### src/rtl/usb_hc_intstat.sv
module usb_hc_intstat #(
  parameter int DATA_W  = 32,
  parameter int NFLAG   = 5,
  parameter int OVR_W   = 2,
  parameter int MST_BIT = 31
) (
  input  logic              clk,
  input  logic              rst_n,
  input  logic              ev_sys_err,
  input  logic              ev_resume,
  input  logic              sw_resume_active,
  input  logic              ev_sof,
  input  logic              fn_updated,
  input  logic              ev_wdh,
  input  logic              ev_overrun,
  output logic              wb_permit,
  input  logic              reg_wr,
  input  logic [1:0]        reg_addr,
  input  logic [DATA_W-1:0] reg_wdata,
  output logic [DATA_W-1:0] reg_rdata,
  output logic              irq
);
  localparam logic [1:0] A_STAT = 2'd0;
  localparam logic [1:0] A_EN   = 2'd1;
  localparam logic [1:0] A_OVR  = 2'd2;
  localparam int B_UE = 4, B_RD = 3, B_SF = 2, B_WD = 1, B_SO = 0;

  logic [NFLAG-1:0] flags_q, set_v, clr_v;
  logic [NFLAG-1:0] mask_q;
  logic             master_q;
  logic [OVR_W-1:0] ovr_cnt_q;

  assign set_v[B_UE] = ev_sys_err;
  assign set_v[B_RD] = ev_resume & ~sw_resume_active;
  assign set_v[B_SF] = ev_sof & fn_updated;
  assign set_v[B_WD] = ev_wdh;
  assign set_v[B_SO] = ev_overrun;

  assign clr_v = (reg_wr && reg_addr == A_STAT) ? reg_wdata[NFLAG-1:0] : '0;

  always_ff @(posedge clk or negedge rst_n) begin
    if (!rst_n) flags_q <= '0;
    else        flags_q <= (flags_q & ~clr_v) | set_v;
  end

  always_ff @(posedge clk or negedge rst_n) begin
    if (!rst_n) begin
      mask_q   <= '0;
      master_q <= 1'b0;
    end else if (reg_wr && reg_addr == A_EN) begin
      mask_q   <= reg_wdata[NFLAG-1:0];
      master_q <= reg_wdata[MST_BIT];
    end
  end

  always_ff @(posedge clk or negedge rst_n) begin
    if (!rst_n)          ovr_cnt_q <= '0;
    else if (ev_overrun) ovr_cnt_q <= ovr_cnt_q + 1'b1;
  end

  always_comb begin
    reg_rdata = '0;
    case (reg_addr)
      A_STAT: reg_rdata[NFLAG-1:0] = flags_q;
      A_EN: begin
        reg_rdata[NFLAG-1:0] = mask_q;
        reg_rdata[MST_BIT]   = master_q;
      end
      A_OVR:  reg_rdata[OVR_W-1:0] = ovr_cnt_q;
      default: reg_rdata = '0;
    endcase
  end

  assign irq       = master_q & |(flags_q & mask_q);
  assign wb_permit = ~flags_q[B_WD];
endmodule


### config.mk
export PLATFORM = sky130hd
export DESIGN_NAME = usb_hc_intstat
export DESIGN_NICKNAME = d
export VERILOG_FILES = /design/src/rtl/usb_hc_intstat.sv
export SDC_FILE = /design/constraint.sdc
export NUM_CORES = 1
export LEC_CHECK = 0
export BUFFER_PORTS_ARGS = -buffer_cell sky130_fd_sc_hd__clkbuf_2
export CORE_UTILIZATION = 37
export DETAILED_ROUTE_END_ITERATION = 6
export PLACE_DENSITY = 0.78
export REMOVE_ABC_BUFFERS = 1
export SYNTH_ARGS = -nofsm -noshare
export SYNTH_HDL_FRONTEND = slang
export SYNTH_SLANG_ARGS = --single-unit
### constraint.sdc
create_clock -name clk -period 1.2 [get_ports clk]
set_input_delay 0.24 -clock clk [delete_from_list [all_inputs] [get_ports clk]]
set_output_delay 0.24 -clock clk [all_outputs]
set_load 0.01 [all_outputs]
* After elaboration in Yosys (flattened, before gate mapping)
Cells that the tools add are included.
** Word-level totals
- Bits in latches :: 0
- Memories :: 0
- RAM bits :: 0
- Bits of input ports :: 44
- Output and inout port bits :: 34
- ROM bits :: 0
- Register bits :: 13
- Word-level logic and storage cells :: 24
** Cells by class
- Bitwise gates (word level) :: 9
- Equality and inequality tests :: 2
- Reductions and logical operators :: 4
- Div/mod/pow operators :: 0
- $mul :: 0
- Mux-type cells :: 4
- Shift-type cells :: 0
- $lt $le $gt $ge :: 0
- Add/subtract/negate cells :: 1
** Operator list (count)
- 5-bit AND :: 2
- 2-bit one-hot mux with 3 select lines :: 1
- 3-bit one-hot mux with 2 select lines :: 1
- 5-bit two-way mux :: 1
- 5-bit NOT :: 1
- 5-bit OR :: 1
- 5-bit OR reduction :: 1
- 1-bit AND :: 3
- 2-bit by 1-bit adder with 2-bit output (second input constant) :: 1
- 2-bit by 1-bit equality test with 1-bit output (second input constant) :: 1
- 2-bit equality test (second input constant) :: 1
- 1-bit logical AND :: 2
- 2-bit zero test :: 1
- 1-bit NOT :: 2
- 1-bit two-way mux :: 1

* Longest topological paths before layout
Gate-level depths: netlist of run 1.
- Depth after elaboration :: 6
- Depth in mapped cells :: 3
- Gate-level depth less buffers :: 2

* Worst setup path after synthesis of run 1
OpenSTA, ideal clock, no wires.
- Path type :: reg2out
- Start :: reg flags_q[1]
- End :: out irq
- Data required time :: 960 ps
- Arrival time :: 857 ps
- Path buffers :: 0
- Stages on the path, launching flop included :: 3
- Slack :: 103 ps
- Path through :: dfrtp_1 -> a222oi_1 -> a21boi_0
** Between the ends
- Longest elaborated chain between the ends :: 3
** Ends and longest elaborated chain
- start, declared :: line 28 : logic [NFLAG-1:0] flags_q, set_v, clr_v;
- start signal, assigned :: line 43 : else flags_q <= (flags_q & ~clr_v) | set_v;
- 5-bit AND :: line 74 : assign irq = master_q & |(flags_q & mask_q);
- 5-bit OR reduction :: line 74
- 1-bit AND :: line 74
- end, declared :: line 21 : output logic irq
No other way between the ends.

* Final worst setup path of run 1
- Start :: reg mask_q[1]
- End :: out irq
** Between the ends
- Longest elaborated chain between the ends :: 3
** Ends and longest elaborated chain
- start, declared :: line 29 : logic [NFLAG-1:0] mask_q;
- start signal, assigned :: line 51 : mask_q <= reg_wdata[NFLAG-1:0];
- 5-bit AND :: line 74
- 5-bit OR reduction :: line 74
- 1-bit AND :: line 74
No other way between the ends.

==> impl_metrics.csv, run 1 <==
group,metric,value,unit
yosys,synth_top_cell_by_area,"dfrtp_1",
detailed_routing,vias,676,
timing,worst_slack,-0.330,ns
detailed_routing,drtPass1Iterations,4,
finish,area_growth,24.2,%
job,max_cap_viol_count,0,
finish,fin_cells,150,
setup_path,r2r_setup_slack,0.20,ns
power,clock_power_share,21.0,%
cts,htreeDepth,1,
setup_path,crit_slowest_cell,"dfrtp_1",
setup_path,startpoint_type,"flip-flop",
power,ir_worst_vdd,712,uV
power,power_density,1180,mW/mm2
grt,antenna_found_initial,0,
detailed_routing,drc_errors,0,
finish,nFillCells,207,
yosys,synth_area_leaders,"dfrtp_1, buf_4, mux2_4, mux2i_1, nand4bb_1",
setup_path,crit_path_end_kind,"output pin",
timing,rsz0062_at_grt,"true",
status,outcome,"finished with violations",
place,dpl-instance-area,0.00101,mm2
yosys,synthTopCellsByCount,"buf_4, dfrtp_1, mux2_4, mux2i_1",
grt,grt_max_degree,14,
yosys,syn_inst,80,
setup_path,reg2regPathDepth,3,
grt,grt_pass1_wl,2.68,mm
timing,period_needed,1.53,ns
power,p_seq_share,44.5,%
setup_path,r2r-end,"mask_q[4]",
cts,root_buffer,"clkbuf_4",
setup_path,critPathArrivalTime,1.29,ns
timing,hold_viol,0,
setup_path,required,0.96,ns
setup_path,cpPeakStageDelay,0.40,ns
grt,grt_use_total,14.9,%
yosys,yosys.cell_count.top_type,"buf_4",
yosys,synth-seq-cells,13,
place,port_buffers,25,
status,violations,"setup timing",
die,ios,78,
finish,final_nets,167,
yosys,async_flop_share,100,%
setup_path,cp-endpoint,"irq",
grt,use_met1,17.2,%
timing,clock_skew,0.00296,ns
die,row_count,17,
yosys,synth_edf_count,0,
timing,fin_crit_sh,128,%
cts,numCtsBuffers,3,
finish,multi_input_area,445,um2
detailed_routing,wl_per_cell,12.1,um
grt,top_usage_layer,"met2",
yosys,ys_seq_area_share,35.9,%
grt,use_met2,22.3,%
die,die_y,51.5,um
place,gp_congestion,0.759,
yosys,avgSynthCellArea,11.3,um2
die,die_w,51.5,um
timing,timing.setup.tns,-1.08,ns
setup_path,path_cells,"a222oi_1, a21boi_1, clkbuf_2",
power,p_int,0.916,mW
grt,grt_pass1_vias,587,
finish,num_antenna_cells,0,
timing,maxSlewViolCount,0,
cts,path_clk_slew,0.08,ns
finish,final_cell_area,0.00112,mm2
timing,final-setup-viol-count,7,
place,pre_cts_ws,-0.0857,ns
power,power_leakage,0.619,nW
yosys,synth_top_area_share,35.9,%
timing,fmax,0.653,GHz
cts,cts_tree,"yes",
cts,cts_buffer_depth,2,
grt,grt_overflow,0,
power,power_switching,0.409,mW
setup_path,crit_type,"reg2out",
power,comb_power_share,34.6,%
power,switching_share,30.9,%
cts,clock_latency,0.28,ns
cts,cts.sinks,13,
yosys,yosysWarningCount,0,
detailed_routing,drtIter0Drc,5,
die,die-area,0.00265,mm2
detailed_routing,wirelength,1.82,mm
detailed_routing,ant_nets,0,
yosys,synth_area,906,um2
yosys,synth_cell_types,24,
finish,layout-drive-gt1-share,44.3,%
setup_path,crit_fanout,2,
hold_path,hp-class,"in2reg",
yosys,ys.flop_type,"dfrtp_1",
setup_path,r2r_start,"mask_q[4]",
setup_path,critPathLaunch,"mask_q[1]",
place,dp_hpwl,1.37,mm
detailed_routing,avgViaCountPerCell,4.51,
finish,seqCellArea,325,um2
place,dpl.cell_count,139,
die,start_util,40.2,%
grt,use_met3,1.79,%
die,coreArea,0.00225,mm2
==> through the flow <==
stage	total power [mW]	util (%)	hold WS, ns
floorplan	0.803	-	-0.0556
global placement	0.958	44.8	0.145
detailed placement	0.982	44.8	0.150
CTS	1.29	47.6	0.136
global route	1.40	49.9	0.133
finish	1.33	49.9	0.132
==> sequential cells by signal (all words and copies together), names as in the netlist <==
register and cells:
mask_q 5, ovr_cnt_q 2, flags_q 5, master_q 1
==> cell type report <==
cell class	instances	area share (%)
Inverter	3	1.22
Clock buffer	4	2.34
Sequential cell	13	28.9
Tap cell	28	3.11
Multi-Input combinational cell	61	39.6
Timing Repair Buffer	41	24.8
==> kinds of logic (layout without fill, tap and decap cells) <==
kind of cell / Yosys count / count (layout) / share of synthesized area [%]
compound gates: 10 / 10 / 8.84
xor+xnor: 2 / 2 / 1.93
buf+inv: 31 / 48 / 25.3
flops: 13 / 13 / 35.9
mux: 11 / 11 / 15.5
other cells: 1 / 26 / 0.414
simple gates: 12 / 12 / 12.2
==> placed cells by master, fill, tap and decap left out, types with 2 or more instances in the layout <==
| cell | n |
|---|---|
| mux2i_1 | 5 |
| and4bb_2 | 2 |
| buf_2 | 2 |
| buf_4 | 10 |
| a21o_1 | 2 |
| nor2_1 | 3 |
| conb_1 | 26 |
| clkbuf_2 | 21 |
| buf_6 | 7 |
| inv_1 | 2 |
| o2bb2ai_1 | 2 |
| dfrtp_1 | 13 |
| clkbuf_4 | 3 |
| mux2_4 | 6 |
| nand4bb_1 | 3 |
==> power by group through the flow <==
stage / registers [mW] / clock network, mW / logic (mW)
5_1_grt: 0.594 / 0.310 / 0.499
3_5_place_dp: 0.597 / 0 / 0.385
3_3_place_gp: 0.587 / 0 / 0.371
4_1_cts: 0.589 / 0.278 / 0.419
2_1_floorplan: 0.580 / 0 / 0.223
6_report: 0.589 / 0.278 / 0.458
==> critical path, delay by kind of cell (launching register included) <==
kind	cells	cell delay [ns]
flip-flops	1	0.40
AO/OA/AOI/OAI	2	0.48
buffers and inverters	1	0.14
==> how the worst min path moves through the flow <==
| stage | cells after the start | end | start |
|---|---|---|---|
| after floorplan | 0 | flags_q[0] | rst_n |
| after global placement | 1 | flags_q[1] | rst_n |
| after detailed placement | 1 | flags_q[1] | rst_n |
| after CTS | 2 | flags_q[4] | ev_sys_err |
| after global routing | 2 | flags_q[3] | sw_resume_active |
| final | 2 | flags_q[3] | sw_resume_active |
==> timing repair <==
item / in CTS / in global routing
pin swaps: 2 / 2
endpoints found under the hold margin: 13 / 0
resized for setup: 5 / 9
buffers inserted: 2 / 4
endpoints found under the setup margin: 8 / 8
hold buffers: 1 / 0
==> metal layers <==
layer / part of all wire, % / vias to the layer above
met3: 4.2 / 10
met2: 49 / 39
met1: 41 / 318
met4: 6.5 / 0
li1: - / 309
met5: 0 / -
(Power assumes the default switching activity.)
==> run 2: changes to the inputs <==
--- a/config.mk
+++ b/config.mk
@@ -6,10 +6,12 @@
 export NUM_CORES = 1
 export LEC_CHECK = 0
 export BUFFER_PORTS_ARGS = -buffer_cell sky130_fd_sc_hd__clkbuf_2
+export CORE_ASPECT_RATIO = 0.9
 export CORE_UTILIZATION = 37
 export DETAILED_ROUTE_END_ITERATION = 6
-export PLACE_DENSITY = 0.78
+export PLACE_DENSITY = 0.79
 export REMOVE_ABC_BUFFERS = 1
 export SYNTH_ARGS = -nofsm -noshare
 export SYNTH_HDL_FRONTEND = slang
 export SYNTH_SLANG_ARGS = --single-unit
+export TNS_END_PERCENT = 20
==> impl_metrics.csv, run 2 (synthesis gave the netlist of run 1 again) <==
group,metric,value,unit
die,ios,78,
place,port_buffers,25,
timing,hold_slack,0.148,ns
die,coreArea,0.00224,mm2
timing,clock_skew,0.00469,ns
finish,area_growth,12.7,%
grt,grt_overflow,0,
hold_path,whs_path_depth,2,
cts,htreeDepth,1,
detailed_routing,drc_errors,0,
power,switching_share,31.3,%
power,power_density,1210,mW/mm2
detailed_routing,drtPass1Iterations,4,
power,power_leakage,0.564,nW
detailed_routing,vias,617,
die,die-area,0.00265,mm2
finish,layout-drive-gt1-share,39.3,%
cts,clock_latency,0.27,ns
grt,antenna_found_initial,0,
timing,final-setup-viol-count,8,
detailed_routing,wl_per_cell,12.4,um
power,comb_power_share,29.8,%
detailed_routing,wirelength,1.72,mm
setup_path,required,0.96,ns
detailed_routing,ant_nets,0,
power,clock_power_share,22.0,%
hold_path,hold_end,"flags_q[3]",
power,ir_worst_vdd,532,uV
timing,timing.setup.tns,-0.828,ns
place,dp_hpwl,1.36,mm
power,p_int,0.845,mW
cts,cts_buffer_depth,2,
timing,period_needed,1.51,ns
finish,final_nets,157,
setup_path,r2r_setup_slack,0.31,ns
timing,worst_slack,-0.313,ns
finish,reg.largest.list,"flags_q (5), mask_q (5), ovr_cnt_q (2)",
status,outcome,"finished with violations",
setup_path,crit_type,"reg2out",
die,row_count,16,
die,start_util,40.4,%
cts,cts.sinks,13,
setup_path,crit_fanout,2,
cts,cts_setup_buffers,0,
timing,maxSlewViolCount,0,
setup_path,critPathArrivalTime,1.27,ns
cts,path_clk_slew,0.08,ns
cts,root_buffer,"clkbuf_4",
hold_path,hp-class,"in2reg",
hold_path,min_from,"sw_resume_active",
setup_path,r2r_start,"mask_q[0]",
setup_path,reg2regPathDepth,2,
grt,grt_pass1_wl,2.72,mm
timing,fmax,0.661,GHz
cts,cts_tree,"yes",
timing,rsz0062_at_grt,"true",
finish,final_common_cell,"conb_1",
power,p_seq_share,48.2,%
grt,grt_max_degree,14,
setup_path,startpoint_type,"flip-flop",
timing,fin_crit_sh,126,%
die,die_w,54.2,um
cts,numCtsBuffers,3,
power,power_switching,0.385,mW
status,violations,"setup timing",
place,pre_cts_ws,-0.0362,ns
setup_path,r2r-end,"mask_q[0]",
die,die_y,48.9,um
grt,grt_use_total,14.3,%
detailed_routing,avgViaCountPerCell,4.44,
timing,hold_viol,0,
grt,grt_pass1_vias,589,
setup_path,crit_path_end_kind,"output pin",
job,max_cap_viol_count,0,
detailed_routing,drtIter0Drc,12,
place,gp_congestion,0.749,
finish,final_cell_mix,"conb_1, clkbuf_2, dfrtp_1, mux2_4",
finish,num_antenna_cells,0,
## run 2: changes by cell type in the layout (fill, tap and decap cells not counted), sizes merged
| cell | delta |
|---|---|
| buf | -13 |
| clkbuf | +3 |
## run 2: metrics by stage
| stage | instance area, um2 | std cells | total power, mW | utilization (%) |
|---|---|---|---|---|
| floorplan | 782 | 77 | 0.803 | - |
| global placement | 978 | 134 | 0.939 | 43.6 |
| detailed placement | 978 | 134 | 0.965 | 43.6 |
| CTS | 1010 | 139 | 1.24 | 45.3 |
| global route | 1020 | 139 | 1.31 | 45.5 |
| finish | 1020 | 139 | 1.23 | 45.5 |
## run 2: worst max path at each step
stage               depth (start not counted)        start      endpoint  slack, ns
floorplan                                   2   flags_q[1]           irq       0.10
global placement                            4  reg_addr[0]  reg_rdata[1]      -0.05
detailed placement                          4  reg_addr[0]  reg_rdata[1]      -0.04
CTS                                         3    mask_q[1]           irq      -0.34
global route                                3    mask_q[1]           irq      -0.36
finish                                      3    mask_q[1]           irq      -0.31
## run 2: power groups by stage
stage,clock network (mW),logic (mW),registers (mW)
6_report,0.270,0.367,0.593
3_3_place_gp,0,0.349,0.590
2_1_floorplan,0,0.223,0.580
4_1_cts,0.274,0.371,0.594
3_5_place_dp,0,0.362,0.603
5_1_grt,0.299,0.403,0.605
## run 2: routing by layer
metal	routed length (um)	global-route usage, %	up-vias
met5	0	0	-
met4	15	5.13	0
met3	111	0.935	2
met2	919	25.8	40
met1	674	16.9	287
li1	-	-	288
## run 2: final cells by class
type | instances | area, um2
clock buffer | 4 | 26.3
fill | 221 | 1220
inverter | 3 | 11.3
multi-input combinational | 61 | 445
sequential | 13 | 325
tap | 27 | 33.8
timing repair buffer | 31 | 179
## run 2: worst max-delay path, cell delays in order, from the launching register on
cell and delay [ns]:
dfrtp_1 0.38, a222oi_1 0.35, a21boi_1 0.13, clkbuf_2 0.14
## run 2: timing repair
item / 4_1_cts / 5_1_grt
resized for setup: 2 / 2
endpoints found under the setup margin: 8 / 8
endpoints found under the hold margin: 13 / 0
hold buffers: 1 / 0
pin swaps: 4 / 0
==> run 3: changes to the inputs <==
--- a/config.mk
+++ b/config.mk
@@ -5,11 +5,12 @@
 export SDC_FILE = /design/constraint.sdc
 export NUM_CORES = 1
 export LEC_CHECK = 0
+export ABC_AREA = 1
 export BUFFER_PORTS_ARGS = -buffer_cell sky130_fd_sc_hd__clkbuf_2
 export CORE_ASPECT_RATIO = 0.9
-export CORE_UTILIZATION = 37
+export CORE_UTILIZATION = 33
 export DETAILED_ROUTE_END_ITERATION = 6
-export PLACE_DENSITY = 0.79
+export PLACE_DENSITY = 0.76
 export REMOVE_ABC_BUFFERS = 1
 export SYNTH_ARGS = -nofsm -noshare
 export SYNTH_HDL_FRONTEND = slang
==> constraint.sdc (replaced) <==
create_clock -name clk -period 1.25 [get_ports clk]
set_input_delay 0.25 -clock clk [delete_from_list [all_inputs] [get_ports clk]]
set_output_delay 0.25 -clock clk [all_outputs]
set_load 0.01 [all_outputs]
==> impl_metrics.csv, run 3 <==
group,metric,value,unit
setup_path,crit_path_end_kind,"output pin",
setup_path,r2r_start,"flags_q[1]",
detailed_routing,drtPass1Iterations,4,
finish,final_cell_mix,"nand2_1, conb_1, clkbuf_2, nand3_1, dfrtp_1",
detailed_routing,ant_nets,0,
die,die_w,56.3,um
yosys,synth_top_family_by_area,"simple AND/OR/NAND/NOR gates",
yosys,async_flop_share,100,%
yosys,ys.flop_type,"dfrtp_1",
power,power_leakage,0.610,nW
detailed_routing,vias,736,
finish,fin_util,40.7,%
yosys,yosysWarningCount,0,
yosys,synth_cell_types,14,
status,outcome,"finished with violations",
finish,nFillCells,273,
cts,cts.sinks,13,
die,coreArea,0.00249,mm2
setup_path,crit_slowest_cell,"dfrtp_1",
yosys,synthAdderAreaFrac,0,%
timing,clock_skew,0.0000245,ns
cts,numCtsBuffers,3,
setup_path,r2r_setup_slack,0.51,ns
finish,multi_input_area,409,um2
finish,reg.largest.list,"flags_q (5), mask_q (5), ovr_cnt_q (2)",
finish,seqCellArea,325,um2
grt,grt_pass1_wl,2.86,mm
status,violations,"setup timing",
finish,final_cell_area,0.00101,mm2
setup_path,cpPeakStageDelay,0.41,ns
yosys,synthTopCellsByCount,"nand2_1, buf_4, nand3_1, dfrtp_1, inv_1",
yosys,synthXorXnorAreaFrac,2.00,%
finish,num_antenna_cells,0,
power,power_density,1140,mW/mm2
yosys,synth_top_cell_by_area,"dfrtp_1",
detailed_routing,wirelength,1.72,mm
die,die_y,50.9,um
setup_path,critPathArrivalTime,1.12,ns
detailed_routing,avgViaCountPerCell,4.11,
cts,htreeDepth,1,
yosys,synth_edf_count,0,
yosys,synth_area_leaders,"dfrtp_1, buf_4, nand2_1, nand3_1, buf_6",
setup_path,path_cells,"nand2_1, nand3_1, nor2_1, nor2_1, clkbuf_2",
hold_path,hp-class,"in2reg",
yosys,syn_inst,117,
timing,final-setup-viol-count,3,
grt,grt_max_degree,14,
place,dpl-instance-area,936,um2
grt,grt_pass1_vias,698,
yosys,synth_area,877,um2
grt,grt_use_total,13.2,%
cts,path_clk_slew,0.08,ns
yosys,avgSynthCellArea,7.50,um2
cts,clock_latency,0.28,ns
setup_path,crit_fanout,2,
setup_path,startpoint_type,"flip-flop",
timing,hold_viol,0,
cts,cts_tree,"yes",
timing,rsz0062_at_grt,"true",
yosys,muxShareOfSynthArea,0,%
die,die-area,0.00287,mm2
yosys,synth_compound_area_share,0,%
place,dp_hpwl,1.27,mm
setup_path,crit_path_frequent_cell,"nor2_1",
detailed_routing,wl_per_cell,9.62,um
grt,grt_overflow,0,
setup_path,critPathLaunch,"flags_q[4]",
setup_path,crit_type,"reg2out",
yosys,yosys.cell_count.top_type,"nand2_1",
detailed_routing,drtIter0Drc,21,
setup_path,r2r-end,"flags_q[1]",
die,ios,78,
place,gp_congestion,0.773,
die,start_util,35.2,%
timing,fin_crit_sh,110,%
setup_path,reg2regPathDepth,3,
cts,cts_buffer_depth,2,
yosys,synth_top_area_share,37.1,%
die,row_count,17,
finish,final_common_cell,"nand2_1",
finish,layout-drive-gt1-share,27.2,%
grt,antenna_found_initial,0,
finish,final_nets,196,
job,max_cap_viol_count,0,
yosys,ys_seq_area_share,37.1,%
cts,root_buffer,"clkbuf_4",
timing,period_needed,1.37,ns
finish,area_growth,15.5,%
setup_path,required,1.00,ns
timing,worst_slack,-0.120,ns
detailed_routing,drc_errors,0,
place,port_buffers,25,
timing,fmax,0.730,GHz
setup_path,cp-endpoint,"irq",
yosys,synthSimpleGateAreaFrac,32.7,%
timing,maxSlewViolCount,0,
power,ir_worst_vdd,457,uV
yosys,synth-seq-cells,13,
[run 3: through the flow]
step / power, mW / setup slack, ns / hold slack [ns] / std cells / setup TNS (ns)
finish: 1.15 / -0.120 / 0.142 / 179 / -0.198
global route: 1.22 / -0.192 / 0.156 / 179 / -0.524
CTS: 1.16 / -0.115 / 0.146 / 179 / -0.189
detailed placement: 0.860 / 0.0547 / 0.165 / 170 / 0
global placement: 0.848 / 0.0534 / 0.158 / 170 / 0
floorplan: 0.737 / 0.343 / -0.0456 / 114 / 0
[run 3: cells by family after synthesis]
family / Yosys count
XOR/XNOR: 2
flip-flops: 13
buffers and inverters: 35
AND/OR/NAND/NOR: 66
other: 1
[run 3: how the worst min path moves through the flow]
stage / from / slack (ns) / to / cells after the start
detailed placement: rst_n / 0.16 / ovr_cnt_q[0] / 1
floorplan: rst_n / -0.05 / flags_q[0] / 0
finish: ev_wdh / 0.14 / flags_q[1] / 3
CTS: ev_wdh / 0.15 / flags_q[1] / 3
global placement: rst_n / 0.16 / ovr_cnt_q[0] / 1
global route: ev_resume / 0.16 / flags_q[3] / 3
[run 3: per-layer routing]
metal  share of wire (%)  up-vias  global-route usage [%]
li1                    -      377                       -
met1                  42      330                    14.7
met2                  52       26                    23.4
met3                 5.1        3                    3.29
met4                 1.3        0                    7.32
met5                   0        -                       0
[run 3: layout make-up]
| class | count | area share [%] |
|---|---|---|
| Clock buffer | 4 | 2.59 |
| Inverter | 7 | 2.59 |
| Multi-Input combinational cell | 94 | 40.4 |
| Sequential cell | 13 | 32.1 |
| Tap cell | 28 | 3.46 |
| Timing Repair Buffer | 33 | 18.9 |
[run 3: timing repair]
action	CTS	global route
setup endpoints to repair	2	8
pin swaps	1	1
endpoints found under the hold margin	13	0
buffers inserted	4	0
gates resized for setup	3	2
cloned	0	0
hold buffers	1	0
[run 3: power by group]
group / leakage [nW] / internal (mW) / switching, mW
Clock: 0.0150 / 0.124 / 0.154
Combinational: 0.450 / 0.135 / 0.182
Sequential: 0.145 / 0.495 / 0.0638
Total: 0.610 / 0.754 / 0.400
[run 3: critical path: cells and delay by family, from the launching register on]
kind / cells / cell delay, ns
buffers and inverters: 1 / 0.12
flip-flops: 1 / 0.41
AND/OR/NAND/NOR: 4 / 0.31
